## config.mk

```make
export PLATFORM = sky130hd
export DESIGN_NAME = spd_target
export DESIGN_NICKNAME = d
export VERILOG_FILES = /design/src/rtl/spd_pkg.sv /design/src/rtl/spd_line_sync.sv /design/src/rtl/spd_addr_match.sv /design/src/rtl/spd_store.sv /design/src/rtl/spd_target.sv
export SDC_FILE = /design/constraint.sdc
export NUM_CORES = 2
export LEC_CHECK = 0
export BUFFER_PORTS_ARGS = -buffer_cell sky130_fd_sc_hd__clkbuf_2
export CORE_ASPECT_RATIO = 1.1
export CORE_MARGIN = 10
export CORE_UTILIZATION = 44
export DETAILED_ROUTE_END_ITERATION = 16
export PLACE_DENSITY = 0.56
export SYNTH_ARGS = -nofsm -noshare
export SYNTH_HDL_FRONTEND = slang
export SYNTH_SLANG_ARGS = --single-unit
```

## constraint.sdc

```tcl
create_clock -name clk -period 4.7 [get_ports clk]
set_clock_uncertainty 0.05 [all_clocks]
set_input_delay 1.175 -clock clk [delete_from_list [all_inputs] [get_ports clk]]
set_output_delay 1.175 -clock clk [all_outputs]
set_load 0.05 [all_outputs]
```

## src/rtl/spd_pkg.sv

```systemverilog
package spd_pkg;
  typedef enum logic [2:0] {
    ST_IDLE, ST_ADDR, ST_AACK, ST_RX, ST_WACK, ST_TX, ST_MACK, ST_SKIP
  } spd_state_e;

  typedef enum logic [1:0] {
    GRP_NONE, GRP_MEM, GRP_LOCK, GRP_TEMP
  } spd_grp_e;
endpackage

```

## src/rtl/spd_line_sync.sv

```systemverilog
module spd_line_sync #(
  parameter int WIDTH  = 2,
  parameter int STAGES = 2
) (
  input  logic             clk,
  input  logic             rst_n,
  input  logic [WIDTH-1:0] line_i,
  output logic [WIDTH-1:0] now_o,
  output logic [WIDTH-1:0] prev_o
);
  logic [WIDTH-1:0] stage_q [STAGES];
  logic [WIDTH-1:0] prev_q;

  genvar g;
  generate
    for (g = 0; g < STAGES; g++) begin : g_stage
      if (g == 0) begin : g_first
        always_ff @(posedge clk or negedge rst_n) begin
          if (!rst_n) stage_q[g] <= '1;
          else        stage_q[g] <= line_i;
        end
      end else begin : g_next
        always_ff @(posedge clk or negedge rst_n) begin
          if (!rst_n) stage_q[g] <= '1;
          else        stage_q[g] <= stage_q[g-1];
        end
      end
    end
  endgenerate

  always_ff @(posedge clk or negedge rst_n) begin
    if (!rst_n) prev_q <= '1;
    else        prev_q <= stage_q[STAGES-1];
  end

  assign now_o  = stage_q[STAGES-1];
  assign prev_o = prev_q;
endmodule

```

## src/rtl/spd_addr_match.sv

```systemverilog
module spd_addr_match
  import spd_pkg::*;
#(
  parameter logic [6:0] MEM_BASE  = 7'h50,
  parameter logic [6:0] LOCK_BASE = 7'h30,
  parameter logic [6:0] TEMP_BASE = 7'h18,
  parameter bit         TEMP_EN   = 1'b1
) (
  input  logic [6:0] addr_i,
  input  logic [2:0] strap_i,
  input  logic       lock_i,
  output logic       hit_o,
  output spd_grp_e   grp_o
);
  logic mem_hit, lock_hit, temp_hit;

  assign mem_hit  = (addr_i[6:3] == MEM_BASE[6:3])  && (addr_i[2:0] == strap_i);
  assign lock_hit = (addr_i[6:3] == LOCK_BASE[6:3]) && (addr_i[2:0] == strap_i) && !lock_i;

  generate
    if (TEMP_EN) begin : g_temp
      assign temp_hit = (addr_i[6:3] == TEMP_BASE[6:3]) && (addr_i[2:0] == strap_i);
    end else begin : g_no_temp
      assign temp_hit = 1'b0;
    end
  endgenerate

  always_comb begin
    grp_o = GRP_NONE;
    if (mem_hit)       grp_o = GRP_MEM;
    else if (lock_hit) grp_o = GRP_LOCK;
    else if (temp_hit) grp_o = GRP_TEMP;
  end

  assign hit_o = (grp_o != GRP_NONE);
endmodule

```

## src/rtl/spd_store.sv

```systemverilog
module spd_store #(
  parameter int         PTR_W   = 8,
  parameter logic [7:0] IMG_MUL = 8'd7,
  parameter logic [7:0] IMG_ADD = 8'd3
) (
  input  logic             clk,
  input  logic             rst_n,
  input  logic             we_i,
  input  logic [PTR_W-1:0] waddr_i,
  input  logic [7:0]       wdata_i,
  input  logic [PTR_W-1:0] raddr_i,
  output logic [7:0]       rdata_o
);
  localparam int DEPTH = 1 << PTR_W;

  logic [7:0] cell_q [DEPTH];

  function automatic logic [7:0] image_byte(input int idx);
    logic [15:0] prod;
    prod = 16'(idx) * 16'(IMG_MUL) + 16'(IMG_ADD);
    return prod[7:0];
  endfunction

  always_ff @(posedge clk or negedge rst_n) begin
    if (!rst_n) begin
      for (int i = 0; i < DEPTH; i++) cell_q[i] <= image_byte(i);
    end else if (we_i) begin
      cell_q[waddr_i] <= wdata_i;
    end
  end

  assign rdata_o = cell_q[raddr_i];
endmodule

```

## src/rtl/spd_target.sv

```systemverilog
module spd_target
  import spd_pkg::*;
#(
  parameter int         PTR_W     = 8,
  parameter int         SYNC_LEN  = 2,
  parameter logic [6:0] MEM_BASE  = 7'h50,
  parameter logic [6:0] LOCK_BASE = 7'h30,
  parameter logic [6:0] TEMP_BASE = 7'h18,
  parameter bit         TEMP_EN   = 1'b1,
  parameter logic [7:0] IMG_MUL   = 8'd7,
  parameter logic [7:0] IMG_ADD   = 8'd3
) (
  input  logic        clk,
  input  logic        rst_n,
  input  logic        scl_i,
  input  logic        sda_i,
  input  logic [2:0]  strap_i,
  input  logic [15:0] temp_i,
  output logic        sda_oe
);
  localparam int CNT_W = 4;
  localparam logic [CNT_W-1:0] BYTE_BITS = CNT_W'(8);

  logic [1:0] line_now, line_prev;
  logic scl_s, sda_s, scl_p, sda_p;
  logic scl_rise, scl_fall, bus_start, bus_stop;

  spd_line_sync #(.WIDTH(2), .STAGES(SYNC_LEN)) u_sync (
    .clk    (clk),
    .rst_n  (rst_n),
    .line_i ({scl_i, sda_i}),
    .now_o  (line_now),
    .prev_o (line_prev)
  );

  assign {scl_s, sda_s} = line_now;
  assign {scl_p, sda_p} = line_prev;
  assign scl_rise  =  scl_s && !scl_p;
  assign scl_fall  = !scl_s &&  scl_p;
  assign bus_start =  scl_s &&  scl_p &&  sda_p && !sda_s;
  assign bus_stop  =  scl_s &&  scl_p && !sda_p &&  sda_s;

  spd_state_e       state_q, state_d;
  spd_grp_e         grp_q, grp_d;
  logic [CNT_W-1:0] cnt_q, cnt_d;
  logic [7:0]       rx_q, rx_d;
  logic [7:0]       tx_q, tx_d;
  logic [PTR_W-1:0] ptr_q, ptr_d;
  logic             wp_q, wp_d;
  logic             first_q, first_d;
  logic             rw_q, rw_d;
  logic             tsel_q, tsel_d;
  logic             oe_q, oe_d;
  logic             hack_q, hack_d;

  logic             hit;
  spd_grp_e         hit_grp;
  logic [7:0]       mem_rdata;
  logic [7:0]       rd_byte;
  logic             mem_we;

  spd_addr_match #(
    .MEM_BASE  (MEM_BASE),
    .LOCK_BASE (LOCK_BASE),
    .TEMP_BASE (TEMP_BASE),
    .TEMP_EN   (TEMP_EN)
  ) u_match (
    .addr_i  (rx_q[7:1]),
    .strap_i (strap_i),
    .lock_i  (wp_q),
    .hit_o   (hit),
    .grp_o   (hit_grp)
  );

  spd_store #(
    .PTR_W   (PTR_W),
    .IMG_MUL (IMG_MUL),
    .IMG_ADD (IMG_ADD)
  ) u_store (
    .clk     (clk),
    .rst_n   (rst_n),
    .we_i    (mem_we),
    .waddr_i (ptr_q),
    .wdata_i (rx_q),
    .raddr_i (ptr_q),
    .rdata_o (mem_rdata)
  );

  always_comb begin
    case (grp_q)
      GRP_MEM:  rd_byte = mem_rdata;
      GRP_TEMP: rd_byte = tsel_q ? temp_i[7:0] : temp_i[15:8];
      default:  rd_byte = 8'hFF;
    endcase
  end

  always_comb begin
    state_d = state_q;
    grp_d   = grp_q;
    cnt_d   = cnt_q;
    rx_d    = rx_q;
    tx_d    = tx_q;
    ptr_d   = ptr_q;
    wp_d    = wp_q;
    first_d = first_q;
    rw_d    = rw_q;
    tsel_d  = tsel_q;
    oe_d    = oe_q;
    hack_d  = hack_q;
    mem_we  = 1'b0;

    if (bus_start) begin
      state_d = ST_ADDR;
      cnt_d   = '0;
      oe_d    = 1'b0;
      first_d = 1'b1;
    end else if (bus_stop) begin
      state_d = ST_IDLE;
      oe_d    = 1'b0;
    end else begin
      case (state_q)
        ST_ADDR: begin
          if (scl_rise) begin
            rx_d  = {rx_q[6:0], sda_s};
            cnt_d = cnt_q + 1'b1;
          end else if (scl_fall && cnt_q == BYTE_BITS) begin
            if (hit) begin
              grp_d   = hit_grp;
              rw_d    = rx_q[0];
              tsel_d  = 1'b0;
              oe_d    = 1'b1;
              state_d = ST_AACK;
              if (hit_grp == GRP_LOCK && !rx_q[0]) wp_d = 1'b1;
            end else begin
              oe_d    = 1'b0;
              state_d = ST_SKIP;
            end
          end
        end
        ST_AACK, ST_MACK: begin
          if (state_q == ST_MACK && scl_rise) begin
            hack_d = !sda_s;
          end else if (scl_fall) begin
            cnt_d = '0;
            if (state_q == ST_AACK && !rw_q) begin
              oe_d    = 1'b0;
              state_d = ST_RX;
            end else if (state_q == ST_MACK && !hack_q) begin
              oe_d    = 1'b0;
              state_d = ST_SKIP;
            end else begin
              tx_d    = rd_byte;
              oe_d    = !rd_byte[7];
              state_d = ST_TX;
              if (grp_q == GRP_MEM)  ptr_d  = ptr_q + 1'b1;
              if (grp_q == GRP_TEMP) tsel_d = !tsel_q;
            end
          end
        end
        ST_RX: begin
          if (scl_rise) begin
            rx_d  = {rx_q[6:0], sda_s};
            cnt_d = cnt_q + 1'b1;
          end else if (scl_fall && cnt_q == BYTE_BITS) begin
            if (grp_q == GRP_MEM) begin
              if (first_q) begin
                ptr_d = rx_q[PTR_W-1:0];
              end else begin
                mem_we = !wp_q;
                ptr_d  = ptr_q + 1'b1;
              end
            end
            first_d = 1'b0;
            oe_d    = 1'b1;
            state_d = ST_WACK;
          end
        end
        ST_WACK: begin
          if (scl_fall) begin
            oe_d    = 1'b0;
            cnt_d   = '0;
            state_d = ST_RX;
          end
        end
        ST_TX: begin
          if (scl_rise) begin
            cnt_d = cnt_q + 1'b1;
          end else if (scl_fall) begin
            if (cnt_q == BYTE_BITS) begin
              oe_d    = 1'b0;
              state_d = ST_MACK;
            end else begin
              tx_d = {tx_q[6:0], 1'b0};
              oe_d = !tx_q[6];
            end
          end
        end
        default: ;
      endcase
    end
  end

  always_ff @(posedge clk or negedge rst_n) begin
    if (!rst_n) begin
      state_q <= ST_IDLE;
      grp_q   <= GRP_NONE;
      cnt_q   <= '0;
      rx_q    <= '0;
      tx_q    <= '0;
      ptr_q   <= '0;
      wp_q    <= 1'b0;
      first_q <= 1'b1;
      rw_q    <= 1'b0;
      tsel_q  <= 1'b0;
      oe_q    <= 1'b0;
      hack_q  <= 1'b0;
    end else begin
      state_q <= state_d;
      grp_q   <= grp_d;
      cnt_q   <= cnt_d;
      rx_q    <= rx_d;
      tx_q    <= tx_d;
      ptr_q   <= ptr_d;
      wp_q    <= wp_d;
      first_q <= first_d;
      rw_q    <= rw_d;
      tsel_q  <= tsel_d;
      oe_q    <= oe_d;
      hack_q  <= hack_d;
    end
  end

  assign sda_oe = oe_q;
endmodule

```

# Yosys cells after proc, flatten, opt, wreduce, memory -nomap -nowiden
# Index checks and enable logic that the tools add are counted.
# W data, S select, Z words.
# totals
reg_bits,2092
latch_bits,0
mem_bits_rw,0
romBits,0
inputBits,23
output_inout_bits,1
wordCells,460
mem_count,0
# classes
add_sub_neg,2
mul,0
n_div,0
order_cmp,2
n_eq_ne,43
shift,0
mux,88
bitwise_logic,4
n_reduce_logical,50
# op_table
op,count
$bwmux W2048,1
$mux W8,13
$bmux W8 S8,1
$demux W8 S8,1
$mux W7,7
$mux W3,14
$ne A4 B4 Y1 const B,10
$mux W1,35
$reduce_and A11 Y1,3
$ne A2 B2 Y1 const B,16
$pmux W8 S2,2
$mux W4,5
$reduce_and A10 Y1,2
$logic_and A1 B1 Y1,17
$reduce_and A4 Y1,4
$pmux W3 S5,1
$pmux W7 S2,1
$pmux W4 S3,1
$reduce_bool A2 Y1,6
$logic_not A1 Y1,11
$eq A3 B3 Y1 const B,3
$ge A9 B9 Y1 const B,1
$lt A9 B1 Y1 const B,1
$not A8 Y9,1
23 further kinds,32

# Logic depth before layout (Yosys ltp)
# depth
ltp_word,13
ltp_mapped,13
mapped_depth_nobuf,9

# Hierarchy
# From an unflattened synthesis, not the netlist that was laid out.
# unflattened
hier_cells,6347
hier_area_um2,97258.3
# modules_own_cells
module,instances,cells_per_inst,area_each_um2,seq_area_each_um2
spd_store,1,6068,94695.8,52530.4
spd_target,1,258,2307.2,952.2
spd_line_sync,1,8,172.7,157.7
spd_addr_match,1,13,82.6,0.0

# Worst setup path after synthesis
# Ideal clock, no wire load.
# synth_path
path_kind,reg2reg
from,reg ptr_q[1]
to,reg u_store.cell_q[1680] (netlist bit)
setup_ns,0.125
arrival_ns,2.844
required_ns,4.525
setup_slack_ns,1.681
stages_incl_launch_ff,14
n_path_buf,8
synth_period_minus_slack_ns,3.019
cell_sequence,dfrtp_1 -> buf_2 -> buf_4 -> buf_2 -> buf_4 -> buf_2 -> buf_2 -> inv_1 -> ha_1 -> clkbuf_1 -> and3_1 -> clkbuf_1 -> nand2_1 -> mux2_2
# synth_via
elab_chain_len,6
# synth_rtl
item,line,text
from (decl),spd_target.sv:48,"logic [PTR_W-1:0] ptr_q, ptr_d;"
from (signal assigned),spd_target.sv:223,ptr_q <= ptr_d;
$not A8 Y9 (implied by the code) (*),spd_store.sv:28,cell_q[waddr_i] <= wdata_i;
$ge A9 B9 Y1 (implied by the code) / $lt A9 B1 Y1 (equally long branches),spd_store.sv:28,
$logic_and A1 B1 Y1 (implied by the code),spd_store.sv:28,
$mux W8 (implied by the code),spd_store.sv:28,
$demux W8 S8 (*),spd_store.sv:28,
$bwmux W2048 (*),spd_store.sv:28,
"to (signal, indexed assignment)",spd_store.sv:28,
to (decl),spd_store.sv:16,logic [7:0] cell_q [DEPTH];
# Every way passes the cells marked *; elsewhere a longest branch is shown, timed or not.
# A chain may end at the register's enable or synchronous reset.

# Final worst setup path
# layout_path
from,reg ptr_q[0]
to,reg tx_q[1]
# layout_via
elab_chain_len,10
# layout_rtl
item,line,text
$not A8 Y9 (implied by the code),spd_store.sv:32,assign rdata_o = cell_q[raddr_i];
$bmux W8 S8,spd_store.sv:32,
$mux W8 (implied by the code) (2 in series),spd_store.sv:32,
$pmux W8 S2,spd_target.sv:90,case (grp_q)
$mux W7,spd_target.sv:148,end else if (state_q == ST_MACK && !hack_q) begin
$mux W7,spd_target.sv:145,if (state_q == ST_AACK && !rw_q) begin
$mux W7,spd_target.sv:143,end else if (scl_fall) begin
$mux W7,spd_target.sv:141,if (state_q == ST_MACK && scl_rise) begin
$pmux W7 S2,spd_target.sv:121,case (state_q)
to (signal assigned),spd_target.sv:222,tx_q <= tx_d;
to (decl),spd_target.sv:47,"logic [7:0] tx_q, tx_d;"
# Every way passes these cells. The select of a mux whose other input is x is not followed.

==> metrics.txt <==
status=finished, violations left; failing checks=slew limit; net switching fraction of the power=0.274; post-cts repair resize count=0; Post-Syn Area per Cell=15.5 µm²; Site Rows=181; Hold Buf Count CTS=0; worst-path fanout max=24; Main synth FF type=dfrtp_1; final instance area=0.110 mm²; post-CTS setup buffers=0; Hold WS=0.310 ns; routed wire length=291,000 µm; CTS root buffer=clkbuf_16; EDFF count, synth=0; Least-Margin Pin Slew=1.52 ns; Synth Cell Area=0.0973 mm²; cell total after placement=9,072; nets@finish=6,395; final worst path period share=0.949; DRT antenna net count=0; Wirelength per Cell=30.6 µm; TritonCTS Buffers=220; Clk pwr share=0.452; area of the core=0.221 mm²; Die Span X=468 µm; Critical Path End Type=register; Setup CP Type=register to register; Worst VDD drop=440 µV; CTS H-tree depth=4; Fmax achieved=0.224 GHz; Detailed Place HPWL=189,000 µm; Yosys warning count=0; PD cells=372 mW/mm²; asr flop ratio synth=1.00; final setup TNS=0 ns; Pwr Total=40.8 mW; switching power=11.2 mW; Final Wtd Congestion=0.863; TritonCTS clock tree=built; Synthesized Nets=6,315; crit start category=register; share of post-route cells with drive strength above 1=0.670; unrepaired setup endpoints after global routing=no; cell count after synthesis=6,286; Tightest Hold Check Type=register to register; Comb power frac=0.086; DRT iter0 DRCs=4,203; routed via count=57,000; CTS sink cnt=2,092; initial antenna violation count=7; Max Root-Sink Buffers=3; first-pass GRT wire length=429,000 µm; I/O Buffers=23; register area share after synthesis=0.551; grt ovf=0; die height=513 µm; largest net degree at the start of global routing=205; Final Util=0.498; Global Route Usage Sum=0.240; slew margin rel.=-0.0131; Yosys cell types=77; Post-route DRC=0; Seq pwr share=0.462; Internal=29.6 mW; # Max-Cap Violations=0; Initial Utilization=0.441; Final Max Slew Viols=29; Hold Vio Cnt, Final=0; dpl ws=0.478 ns; Worst-path clk slew=0.06 ns; Min Clock Period, post-route=4.46 ns; post-DR vias/cell=6.00; Worst-Skew Late Latency=0.89 ns; Worst EP required=5.41 ns; Setup Viol. Count Final=0; leakage power=47.4 nW; vias in the first global route=59,300; Synth-to-Final Area Change=12.7%; Yosys reg bits=2,092; Non-Filler Instances=9,497; Die Area=0.240 mm²; WP data arrival=5.17 ns; iteration count of the initial detailed-routing pass=5; io pins=24; Cell Area, Placed=0.102 mm²; Worst Slack Setup Final=0.239 ns
## cell families (layout without fill, tap and decap cells)
logic type      after synthesis  count (layout)  share of synthesized area
mux                        2704            2704                      0.368
flops                      2092            2092                      0.551
simple gates                638             638                     0.0312
buf+inv                     492             771                     0.0236
compound gates              349             349                     0.0249
fa+ha+maj                     6               6                   0.000771
xor+xnor                      5               5                   0.000450
other cells                   0               4                          0
## worst paths after layout
check / end / slack (ns) / startpoint / cells past startpoint
setup / recovery: tx_q[1] / 0.24 / ptr_q[0] / 9
hold / removal: u_sync.now_o[1] / 0.31 / u_sync.stage_q[3] / 0
setup reg to reg: tx_q[1] / 0.24 / ptr_q[0] / 9
hold reg to reg: u_sync.now_o[1] / 0.31 / u_sync.stage_q[3] / 0
max in group asynchronous: u_store.cell_q[2004] / 2.88 / rst_n / 2
min in group asynchronous: u_store.cell_q[891] / 0.34 / rst_n / 1
## power groups by stage
stage | sequential, mW | clock, mW | combinational (mW)
6_report | 18.8 | 18.5 | 3.50
5_1_grt | 18.9 | 19.6 | 3.82
4_1_cts | 18.9 | 18.8 | 3.54
3_5_place_dp | 19.1 | 0 | 3.53
3_3_place_gp | 19.1 | 0 | 3.49
2_1_floorplan | 18.5 | 0 | 2.25
## per-layer routing
metal	part of all wire	GRT usage
met4	0.034	0.0763
met1	0.45	0.338
met3	0.050	0.0418
met2	0.47	0.379
met5	0.000041	0
## critical path, cell delays in order (launching register included)
cell,delay [ns]
dfrtp_4,1.00
buf_12,0.28
buf_4,0.18
mux4_2,0.52
a221oi_1,0.33
o21ai_1,0.16
nor4_1,1.08
a21oi_1,0.24
a221oi_1,0.33
a22oi_1,0.10
## registers in the layout, indices dropped and copies added, names as in the netlist, 2 cells and up
register,flops
u_store.cell_q,2048
ptr_q,8
rx_q,8
tx_q,7
cnt_q,4
state_q,3
grp_q,2
u_sync.now_o,2
u_sync.prev_o,2
u_sync.stage_q,2
## final cells by class
| class | instances | area [µm²] |
|---|---|---|
| diodes | 4 | 10.0 |
| inverters | 14 | 60.1 |
| repair buffers | 336 | 3090 |
| clock buffers | 348 | 6800 |
| fillers | 18600 | 111000 |
| multi-input cells | 3702 | 41500 |
| flip-flops and latches | 2092 | 53700 |
| well taps | 2928 | 3660 |
| clock inverters | 73 | 956 |
## synth_stat cells (19+ instances only)
cell type	number	area (µm²)
buf_4	36	270
a221oi_1	19	166
nor2_2	60	375
nand2_1	279	1050
nor2b_1	19	119
mux4_2	485	10900
dfstp_2	1031	27100
nand3_1	46	230
clkbuf_1	308	1160
a22oi_1	90	676
nor3_1	24	120
and2_1	20	125
mux2i_1	140	1400
a21oi_1	66	330
nor2_1	102	383
o21ai_0	44	220
mux2_2	2073	23300
o22ai_1	28	175
buf_2	105	526
dfrtp_1	1061	26600
buf_6	19	214
## placed cells by master, fill, tap and decap left out, types with 46 or more instances in the layout
master     Yosys  layout
mux2_2      2073    2073
dfrtp_1     1061    1048
dfstp_2     1031    1031
mux4_2       485     485
nand2_1      279     279
buf_4         36     264
clkbuf_16      0     226
mux2i_1      140     140
nor2_1       102      97
a22oi_1       90      90
clkbuf_8       0      69
a21oi_1       66      66
nor2_2        60      63
clkbuf_1     308      53
buf_12         2      50
nand3_1       46      46
Power figures use the tool's default switching activity.
